[config.mk]
export PLATFORM = sky130hd
export DESIGN_NAME = stuff_chk_diag
export DESIGN_NICKNAME = d
export VERILOG_FILES = /design/src/rtl/stuff_chk_diag.sv
export SDC_FILE = /design/constraint.sdc
export NUM_CORES = 1
export LEC_CHECK = 0
export BUFFER_PORTS_ARGS = -buffer_cell sky130_fd_sc_hd__buf_2
export CAP_MARGIN = 5
export CORE_AREA = 4 4 41 43
export CTS_BUF_LIST = sky130_fd_sc_hd__clkbuf_8
export DETAILED_ROUTE_END_ITERATION = 10
export DIE_AREA = 0 0 45 47
export SLEW_MARGIN = 20
export SYNTH_ARGS = -nofsm -noshare
export SYNTH_HDL_FRONTEND = slang
export SYNTH_SLANG_ARGS = --single-unit
[constraint.sdc]
create_clock -name clk -period 0.8 [get_ports clk]
set_input_delay 0.04 -clock clk [delete_from_list [all_inputs] [get_ports clk]]
set_output_delay 0.04 -clock clk [all_outputs]
set_load 0.05 [all_outputs]
[src/rtl/stuff_chk_diag.sv]
module stuff_chk_diag #(
  parameter int SYNC_STAGES = 2
) (
  input  logic clk,
  input  logic rst_n,
  input  logic err_rst,
  input  logic self_test_n,
  input  logic ext_err_n,
  input  logic word28,
  input  logic stuff_ind,
  input  logic a_gt_b,
  output logic stuff_err,
  output logic diag_hold,
  output logic diag_trip
);

  localparam int LAST = SYNC_STAGES - 1;

  logic [LAST:0] st_sync, ex_sync;
  logic st_act, ex_act, hit;

  always_ff @(posedge clk or negedge rst_n) begin
    if (!rst_n) begin
      st_sync[0] <= 1'b1;
      ex_sync[0] <= 1'b1;
    end else begin
      st_sync[0] <= self_test_n;
      ex_sync[0] <= ext_err_n;
    end
  end

  generate
    for (genvar i = 1; i < SYNC_STAGES; i++) begin : g_sync
      always_ff @(posedge clk or negedge rst_n) begin
        if (!rst_n) begin
          st_sync[i] <= 1'b1;
          ex_sync[i] <= 1'b1;
        end else begin
          st_sync[i] <= st_sync[i-1];
          ex_sync[i] <= ex_sync[i-1];
        end
      end
    end
  endgenerate

  assign st_act = ~st_sync[LAST];
  assign ex_act = ~ex_sync[LAST];
  assign hit    = word28 & stuff_ind & a_gt_b;

  always_ff @(posedge clk or negedge rst_n) begin
    if (!rst_n) begin
      stuff_err <= 1'b0;
      diag_hold <= 1'b0;
      diag_trip <= 1'b0;
    end else begin
      stuff_err <= hit;
      if (st_act) begin
        diag_hold <= 1'b1;
        diag_trip <= 1'b1;
      end else if (err_rst) begin
        diag_hold <= 1'b0;
        diag_trip <= 1'b0;
      end else begin
        diag_hold <= diag_hold | stuff_err | ex_act;
        diag_trip <= diag_trip | stuff_err;
      end
    end
  end

endmodule


==> metrics.txt <==
status finished, violations left; failing checks negative setup slack; Root Buffer clkbuf_8; # port buffers 10; n_diodes 0; cell count after synthesis 12; CORE AREA 1300 um2; CP bufs+invs 1; die area 2120 um2; Largest delay share family, worst path flip-flops; TritonCTS clock tree built; # DRC 0; CTS max path bufs 2; cell-internal power 765 uW; Startpoint Class register; DR pass1 iterations 1; hold path depth 2; Max Cap Violations 0; Initial DRC Count 0; sequential area share after synthesis 0.847; Nets 38; switching share of power 0.221; Placed Cells incl. Taps 37; share of cells above drive strength 1 0.759; clk slew on worst S/H paths 40 ps; Rows 13; # IOs 11; CP cell instances buf_6; hold violation total from the final report 0; final setup skew 0.439 ps; data arrival time of the worst path ~800 ps; vias roughly 160; Comb power frac 0.095; Seq pwr share 0.402; reg-to-reg slack, setup -30 ps; largest cells by area after synthesis dfstp_2, dfrtp_1, nor3b_2; fin crit period 843 ps; Avg Inst Size Synth between 15 and 20 um2; CP Capture Type primary output; post-DR wirelength/cell 9.59 um; slowest cell on the critical path dfrtp_2; H-tree levels 1; RSZ-0062 raised after global routing yes; IR Drop Worst-Case VDD 1170 uV; Slew headroom 0.901; GRT Util Overall 0.0614; worst path required time between 700 and 800 ps; clock network power share 0.502; critical path depth 1; maximum number of pins on one net before global-route repair 8; Initial Util 0.163; ANT nets after route 0; largest area contributor in the netlist dfstp_2; Layout area overhead 78.8%; fin crit share 1.05; cell area power density roughly 2600 nW/um2; CP Class register to primary output; f_max between 1000 and 1500 MHz; Slew @ Worst Pin 148 ps; Yosys warning count 0; worst skew pair latency ~220 ps; remaining global-route overflow 0; Leak Pwr ~0.00017 uW; Post-Route WL about 420 um; CTS Sinks 7; Die Wd about 45 um; post-synth top area share 0.494; Mapped Area 213 um2; cells on worst reg2reg path 2; worst hold path type input port to register; Final Non-Filler Cells 44; flops & latches, synth 7; Hold WS 11.3 ps; TritonCTS Buffers 3; initial antenna violation count 0; post-synth net total 20; vias in the first global route 173; crit-path max cell delay around 420 ps; first-pass GRT wire length 793 um; final setup fails 4; setup ws final -43.2 ps; NetSw 217 uW; GPL Wtd Cong 0.637; post-synth cell types 6; die height 47 um; worst-path maximum fanout 3; DR vias/cell 3.59; Final Slew Violations 0
==> power groups by stage <==
| stage | registers, uW | clock network, uW | logic (uW) |
|---|---|---|---|
| finish | 395 | 493 | 93.7 |
| global route | 397 | 541 | 104 |
| CTS | 395 | 515 | 95.0 |
| detailed placement | 397 | 0 | 73.5 |
| global placement | 396 | 0 | 72.3 |
| floorplan | 427 | 0 | 8.67 |
==> layout by cell type (no fill, tap or decap) <==
master,Yosys,final
dlygate4sd3_1,0,3
buf_6,0,3
nor2_1,1,1
dfstp_2,4,4
clkinv_2,0,1
dfrtp_2,0,3
clkbuf_8,0,3
and3_1,1,1
buf_2,0,7
nor3b_2,1,1
o21ai_1,2,2
==> worst paths after layout <==
path,start,endpoint
worst max register to register,ex_sync[1],diag_hold
min in group asynchronous,rst_n,diag_trip
worst min-delay path,err_rst,diag_trip
max in group asynchronous,rst_n,ex_sync[0]
worst max-delay path,stuff_err,stuff_err
worst min register to register,ex_sync[0],ex_sync[1]
==> stage by stage <==
stage / total power [uW] / utilization / area (um2) / setup WS [ps] / TNS, ps
after floorplan: 435 / - / 216 / -81.9 / -81.9
after global placement: 468 / 0.219 / 285 / -16.7 / -16.7
after global routing: 1040 / 0.292 / 380 / -76.8 / -252
after detailed placement: 471 / 0.219 / 285 / -28.7 / -28.7
final: 982 / 0.292 / 380 / -43.2 / -121
after CTS: 1000 / 0.292 / 380 / -52.1 / -158
==> flip-flops by register name (all words and copies together) (netlist names) <==
signal,flops
ex_sync,2
st_sync,2
diag_hold,1
diag_trip,1
stuff_err,1
==> routing by layer <==
layer,wire [um],vias to the layer above,global-route usage,part of all wire
met2,174,14,0.0706,0.41
met1,175,71,0.0653,0.41
li1,-,73,-,-
met3,72,0,0.0690,0.17
met5,0,-,0,0
met4,0,0,0.0351,0
==> what timing repair did <==
action                                  CTS  global route
setup buffers                             0             0
endpoints found under the hold margin     9             0
resized for setup                         6             0
hold buffers                              3             0
endpoints found under the setup margin    4             4
==> synthesized netlist by cell type (all sizes together) <==
master and number:
dfstp 4, dfrtp 3, o21ai 2, and3 1
nor2 1, nor3b 1
==> cell type report <==
| class | instances | area (um2) |
|---|---|---|
| clock buffers | 3 | 41.3 |
| flip-flops and latches | 7 | 184 |
| well taps | 15 | 18.8 |
| multi-input cells | 5 | 32.5 |
| fillers | 143 | 921 |
| clock inverters | 1 | 5.00 |
| repair buffers | 13 | 98.8 |
==> logic make-up (layout without fill, tap and decap cells) <==
family / after synthesis / after routing / synth area share
and+or+nand+nor: 3 / 3 / 0.106
buffers and inverters: 0 / 17 / 0
DFF: 7 / 7 / 0.847
AOI/OAI and AO/OA: 2 / 2 / 0.0471
No activity file was read; power rests on OpenSTA's default activity.
